`config.mk`:
```
export PLATFORM = sky130hd
export DESIGN_NAME = jtag_pcmd_dr
export DESIGN_NICKNAME = d
export VERILOG_FILES = /design/src/rtl/pcmd_pkg.sv /design/src/rtl/pcmd_chain.sv /design/src/rtl/pcmd_update.sv /design/src/rtl/pcmd_exec.sv /design/src/rtl/pcmd_tdo.sv /design/src/rtl/jtag_pcmd_dr.sv
export SDC_FILE = /design/constraint.sdc
export NUM_CORES = 1
export LEC_CHECK = 0
export BUFFER_PORTS_ARGS = -buffer_cell sky130_fd_sc_hd__buf_2
export CORE_ASPECT_RATIO = 0.5
export CORE_UTILIZATION = 30
export DETAILED_ROUTE_END_ITERATION = 6
export HOLD_SLACK_MARGIN = 0.08
export PLACE_DENSITY = 0.54
export SYNTH_ARGS = -nofsm -noshare
export SYNTH_HDL_FRONTEND = slang
export SYNTH_SLANG_ARGS = --single-unit
```
`constraint.sdc`:
```
create_clock -name tck_i -period 1.3 [get_ports tck_i]
set_input_delay 0.065 -clock tck_i [delete_from_list [all_inputs] [get_ports tck_i]]
set_output_delay 0.065 -clock tck_i [all_outputs]
set_load 0.02 [all_outputs]
```
`src/rtl/pcmd_pkg.sv`:
```
package pcmd_pkg;
  typedef enum logic [1:0] {
    MODE_NONE = 2'd0,
    MODE_CMD  = 2'd1,
    MODE_BYTE = 2'd2
  } pcmd_mode_e;
endpackage

```
`src/rtl/pcmd_chain.sv`:
```
module pcmd_chain
  import pcmd_pkg::*;
#(
  parameter int CMD_W  = 15,
  parameter int BYTE_W = 8
) (
  input  logic              clk_i,
  input  logic              rst_ni,
  input  pcmd_mode_e        mode_i,
  input  logic              capture_i,
  input  logic              shift_i,
  input  logic              tap_reset_i,
  input  logic              tdi_i,
  input  logic [CMD_W-1:0]  result_i,
  input  logic [BYTE_W-1:0] rd_byte_i,
  output logic [CMD_W-1:0]  sr_o
);
  localparam int HI_W = CMD_W - BYTE_W;

  logic [CMD_W-1:0] sr_q;

  always_ff @(posedge clk_i or negedge rst_ni) begin
    if (!rst_ni) begin
      sr_q <= '0;
    end else if (!tap_reset_i) begin
      unique case (mode_i)
        MODE_CMD: begin
          if (capture_i)    sr_q <= result_i;
          else if (shift_i) sr_q <= {tdi_i, sr_q[CMD_W-1:1]};
        end
        MODE_BYTE: begin
          if (capture_i)    sr_q[BYTE_W-1:0] <= rd_byte_i;
          else if (shift_i) sr_q[BYTE_W-1:0] <= {tdi_i, sr_q[BYTE_W-1:1]};
        end
        default: ;
      endcase
    end
  end

  assign sr_o = sr_q;


  a_r2_capture_result: assert property (@(posedge clk_i) disable iff (!rst_ni)
    (mode_i == MODE_CMD && capture_i && !tap_reset_i) |=> sr_q == $past(result_i));


  a_r3_shift_lsb_first: assert property (@(posedge clk_i) disable iff (!rst_ni)
    (mode_i == MODE_CMD && shift_i && !capture_i && !tap_reset_i) |=>
      (sr_q[CMD_W-2:0] == $past(sr_q[CMD_W-1:1])) && (sr_q[CMD_W-1] == $past(tdi_i)));


  a_r7_byte_upper_kept: assert property (@(posedge clk_i) disable iff (!rst_ni)
    (mode_i == MODE_BYTE) |=> $stable(sr_q[CMD_W-1:CMD_W-HI_W]));


  a_r1_idle_code_no_change: assert property (@(posedge clk_i) disable iff (!rst_ni)
    (mode_i == MODE_NONE) |=> $stable(sr_q));
endmodule

```
`src/rtl/pcmd_update.sv`:
```
module pcmd_update #(
  parameter int CMD_W = 15
) (
  input  logic             clk_i,
  input  logic             rst_ni,
  input  logic             upd_en_i,
  input  logic             tap_reset_i,
  input  logic [CMD_W-1:0] d_i,
  output logic [CMD_W-1:0] q_o
);
  logic [CMD_W-1:0] q_q;

  always_ff @(posedge clk_i or negedge rst_ni) begin
    if (!rst_ni)          q_q <= '0;
    else if (tap_reset_i) q_q <= '0;
    else if (upd_en_i)    q_q <= d_i;
  end

  assign q_o = q_q;


  a_r4_cmd_hold: assert property (@(posedge clk_i) disable iff (!rst_ni)
    (!upd_en_i && !tap_reset_i) |=> $stable(q_q));


  a_r6_cmd_cleared: assert property (@(posedge clk_i) disable iff (!rst_ni)
    tap_reset_i |=> (q_q == '0));
endmodule

```
`src/rtl/pcmd_exec.sv`:
```
module pcmd_exec (
  input  logic clk_i,
  input  logic rst_ni,
  input  logic idle_en_i,
  input  logic tap_reset_i,
  output logic exec_o
);
  logic exec_q;

  always_ff @(posedge clk_i or negedge rst_ni) begin
    if (!rst_ni) exec_q <= 1'b0;
    else         exec_q <= idle_en_i && !tap_reset_i;
  end

  assign exec_o = exec_q;


  a_r5_exec_per_idle: assert property (@(posedge clk_i) disable iff (!rst_ni)
    (idle_en_i && !tap_reset_i) |=> exec_q);


  a_r5_no_exec_outside_idle: assert property (@(posedge clk_i) disable iff (!rst_ni)
    !idle_en_i |=> !exec_q);


  a_r6_exec_suppressed: assert property (@(posedge clk_i) disable iff (!rst_ni)
    tap_reset_i |=> !exec_q);
endmodule

```
`src/rtl/pcmd_tdo.sv`:
```
module pcmd_tdo (
  input  logic clk_i,
  input  logic rst_ni,
  input  logic bit0_i,
  output logic tdo_o
);
  logic tdo_q;

  always_ff @(negedge clk_i or negedge rst_ni) begin
    if (!rst_ni) tdo_q <= 1'b0;
    else         tdo_q <= bit0_i;
  end

  assign tdo_o = tdo_q;

  // bit 0 only moves on rising edges, so at each rising edge tdo matches it
  a_r3_tdo_tracks_bit0: assert property (@(posedge clk_i) disable iff (!rst_ni)
    tdo_q == bit0_i);
endmodule

```
`src/rtl/jtag_pcmd_dr.sv`:
```
module jtag_pcmd_dr
  import pcmd_pkg::*;
#(
  parameter int              CMD_W     = 15,
  parameter int              BYTE_W    = 8,
  parameter int              IR_W      = 4,
  parameter logic [IR_W-1:0] CODE_CMD  = 4'h5,
  parameter logic [IR_W-1:0] CODE_LOAD = 4'h6,
  parameter logic [IR_W-1:0] CODE_READ = 4'h7
) (
  input  logic              tck_i,
  input  logic              rst_ni,
  input  logic [IR_W-1:0]   ir_i,
  input  logic              capture_i,
  input  logic              shift_i,
  input  logic              update_i,
  input  logic              idle_i,
  input  logic              tap_reset_i,
  input  logic              tdi_i,
  input  logic [CMD_W-1:0]  result_i,
  input  logic [BYTE_W-1:0] rd_byte_i,
  output logic              tdo_o,
  output logic [CMD_W-1:0]  cmd_o,
  output logic              exec_o,
  output logic [BYTE_W-1:0] dbyte_o
);
  pcmd_mode_e       mode;
  logic [CMD_W-1:0] sr;
  logic             upd_en;
  logic             idle_en;

  always_comb begin
    if (ir_i == CODE_CMD)                            mode = MODE_CMD;
    else if (ir_i == CODE_LOAD || ir_i == CODE_READ) mode = MODE_BYTE;
    else                                             mode = MODE_NONE;
  end

  assign upd_en  = update_i && (mode == MODE_CMD);
  assign idle_en = idle_i && (mode == MODE_CMD);

  pcmd_chain #(.CMD_W(CMD_W), .BYTE_W(BYTE_W)) u_chain (
    .clk_i       (tck_i),
    .rst_ni      (rst_ni),
    .mode_i      (mode),
    .capture_i   (capture_i),
    .shift_i     (shift_i),
    .tap_reset_i (tap_reset_i),
    .tdi_i       (tdi_i),
    .result_i    (result_i),
    .rd_byte_i   (rd_byte_i),
    .sr_o        (sr)
  );

  pcmd_update #(.CMD_W(CMD_W)) u_update (
    .clk_i       (tck_i),
    .rst_ni      (rst_ni),
    .upd_en_i    (upd_en),
    .tap_reset_i (tap_reset_i),
    .d_i         (sr),
    .q_o         (cmd_o)
  );

  pcmd_exec u_exec (
    .clk_i       (tck_i),
    .rst_ni      (rst_ni),
    .idle_en_i   (idle_en),
    .tap_reset_i (tap_reset_i),
    .exec_o      (exec_o)
  );

  pcmd_tdo u_tdo (
    .clk_i  (tck_i),
    .rst_ni (rst_ni),
    .bit0_i (sr[0]),
    .tdo_o  (tdo_o)
  );

  assign dbyte_o = sr[BYTE_W-1:0];


  a_r8_byte_mode_no_cmd_change: assert property (@(posedge tck_i) disable iff (!rst_ni)
    (mode == MODE_BYTE && !tap_reset_i) |=> ($stable(cmd_o) && !exec_o));
endmodule

```
==> run_results.csv <==
group,metric,value,unit
status,status,"finished with violations",
status,violations,"negative setup slack",
global_routing,grt_pass1_wl,6290,um
global_routing,grt_antenna_before_repair,0,
drt,drcViolationCount,0,
setup_path,cp.required,1.24,ns
drt,drtIter0Drc,37,
global_routing,grt_max_degree,32,
sta,tightest_slew,0.426,ns
floorplan,dieArea,0.00567,mm2
place,portBuffers,59,
finish,mostFrequentLayoutCells,"buf_2, dfrtp_1, buf_4, a22o_1",
setup_path,endpoint_kind,"primary output",
pwr,seqPwrFrac,46.7,%
finish,final_util,43.1,%
synthesis,syn_area_per_cell,12.3,um2
setup_path,cp_slowest_cell,"dfrtn_1",
synthesis,netlist.area_leader.share,48.3,%
clock_network,clock_sinks,32,
pwr,ir_drop,0.443,mV
floorplan,io_pins,60,
synthesis,synthDistinctLibCells,27,
drt,finalWirelength,3930,um
place,place_hpwl,2980,um
clock_network,clockBufferDepth,2,
sta,rsz0062_at_grt,"true",
pwr,intPower,1.84,mW
pwr,p_switching,815,uW
clock_network,clk_pin_slew,0.06,ns
finish,syn_to_final_growth,35.4,%
setup_path,path_cells,"buf_6",
setup_path,critical_path_class,"register to primary output",
global_routing,grt_pass1_vias,1250,
sta,hold_slack,0.124,ns
synthesis,yosysSeqAreaShare,49.9,%
clock_network,cts_root_buf,"clkbuf_8",
setup_path,cp_top_family,"flip-flops",
setup_path,path_buf_inv,1,
synthesis,synthCells,130,
drt,routedWlPerCell,14.5,um
floorplan,core,0.00504,mm2
synthesis,yosysTopAreaCell,"dfrtp_1",
clock_network,cts_max_level,2,
drt,vias_per_cell,4.75,
sta,setup_viol_count_final,1,
sta,hold_viol,0,
drt,vias,1293,
pwr,powerDensity,1220,mW/mm2
synthesis,synthTopCellsByArea,"dfrtp_1, a22o_1, mux2_1, mux2_2, o31ai_2",
setup_path,crit_arrival,1.45,ns
floorplan,die_x,105,um
synthesis,syn_nets,165,
clock_network,cts_buffers,5,
global_routing,grt-ovfl-total,0,
drt,dr.pass1.iters,4,
sta,fin_worst_skew,0.00551,ns
finish,drive_gt1_share,51.0,%
synthesis,netlist_area,0.00161,mm2
synthesis,synth-xor-area-share,0,%
synthesis,synthMuxAreaShare,11.2,%
sta,relSlewSlack,71.6,%
synthesis,yosys.area_share.simple,9.12,%
sta,maxSlewViolCount,0,
setup_path,path_depth,1,
synthesis,ys_warn_count,0,
setup_path,r2r_cells,0,
hold_path,min_path_cells,3,
finish,diodes,0,
floorplan,floorplan.initialDensity,31.8,%
floorplan,core.rowCount,18,
place,gp_congestion,0.707,
finish,layout_commonest_cell,"buf_2",
pwr,clkPwrFrac,30.1,%
drt,ant_nets,0,
sta,setup_slack,-0.218,ns
setup_path,critPathLaunchType,"register",
synthesis,synth_top_family_by_area,"compound AO/OA/AOI/OAI gates",
global_routing,grt_util_all_layers,14.8,%
pwr,power.leakage,1.09,nW
flow_run,cap_violations,0,
pwr,combinationalPowerShare,23.2,%
hold_path,hp-class,"input pin to register",
setup_path,critical_path.max_fanout,1,
synthesis,synth.ff_latch_count,32,
pwr,swShare,30.7,%
synthesis,synth-compound-area-share,22.8,%
floorplan,die_h,53.7,um
clock_network,insertion_delay,0.29,ns
clock_network,cts_tree,"yes",
finish,layout.nets,236,
synthesis,synthAdderAreaFrac,0,%
setup_path,cpPeakStageDelay,0.40,ns
-- registers in the layout, indices dropped and copies added (netlist names) --
| register | flops |
|---|---|
| u_chain.sr_o | 15 |
| u_exec.exec_o | 1 |
| u_tdo.tdo_o | 1 |
| u_update.q_o | 15 |
-- synth_stat cells --
cell type	number
a21oi_1	1
a221oi_1	7
a22o_1	15
a2bb2oi_1	1
and2_1	7
and3b_1	1
buf_2	5
buf_4	10
clkbuf_1	1
dfrtn_1	1
dfrtp_1	31
inv_1	2
mux2_1	8
mux2_2	8
nand2b_1	1
nand3b_1	1
nand4bb_1	1
nor2_1	8
nor2_2	1
nor2b_1	1
nor3b_1	1
nor3b_2	1
o21bai_2	1
o22a_1	1
o31ai_1	7
o31ai_2	7
or3_1	1
-- stage by stage --
stage / cells / worst slack, ns / total power [mW] / setup TNS (ns) / area [um2]
floorplan: 130 / 0.0956 / 1.68 / 0 / 1610
global placement: 261 / 0.0295 / 1.85 / 0 / 2040
detailed placement: 261 / -0.0122 / 1.87 / -0.0122 / 2040
CTS: 272 / -0.234 / 2.68 / -0.234 / 2170
global route: 272 / -0.260 / 2.79 / -0.260 / 2170
finish: 272 / -0.218 / 2.66 / -0.218 / 2170
-- metal layers --
layer	GRT usage [%]	vias up	part of all wire [%]
li1	-	625	-
met1	20.8	626	53
met2	21.7	37	41
met3	4.48	5	5.3
met4	4.46	0	0.92
met5	0	-	0
-- final timing paths --
check                                              from                           end  slack, ns
setup reg to reg            u_chain.sr_o[0]$_DFFE_PN0P_         u_tdo.tdo_o$_DFF_NN0_       0.09
max in group asynchronous                        rst_ni         u_tdo.tdo_o$_DFF_NN0_       0.55
hold / removal                             result_i[11]  u_chain.sr_o[11]$_DFFE_PN0P_       0.12
hold reg to reg            u_update.q_o[11]$_DFFE_PN0P_  u_update.q_o[11]$_DFFE_PN0P_       0.50
min in group asynchronous                        rst_ni   u_update.q_o[0]$_DFFE_PN0P_       0.36
setup / recovery                  u_tdo.tdo_o$_DFF_NN0_                         tdo_o      -0.22
-- power by group through the flow --
stage,clock network [mW],registers (mW),logic [mW]
after floorplan,0,1.24,0.437
after global routing,0.851,1.26,0.677
final,0.799,1.24,0.616
after global placement,0,1.26,0.594
after detailed placement,0,1.26,0.607
after CTS,0.814,1.24,0.623
-- repair_timing --
action                                 CTS  global route
hold buffers                             3             0
setup buffers                            0             0
resized for setup                        2             0
setup endpoints to repair                1             1
endpoints found under the hold margin   33             0
-- worst min-delay path, stage by stage --
cell	delay [ns]
buf_2	0.07
mux2_2	0.12
mux2_1	0.11
-- cells by family after synthesis --
logic type,after synthesis
AOI/OAI and AO/OA,40
DFF,32
and+or+nand+nor,24
buffers and inverters,18
muxes,16
-- area by class of cell --
cell class | instances | area, um2
Multi-Input combinational cell | 80 | 693
Tap cell | 70 | 87.6
Clock inverter | 2 | 10.0
Sequential cell | 32 | 801
Clock buffer | 6 | 82.6
Inverter | 2 | 7.51
Timing Repair Buffer | 80 | 492
Fill cell | 500 | 2870
Note: power is estimated with default switching activity, not from simulation.
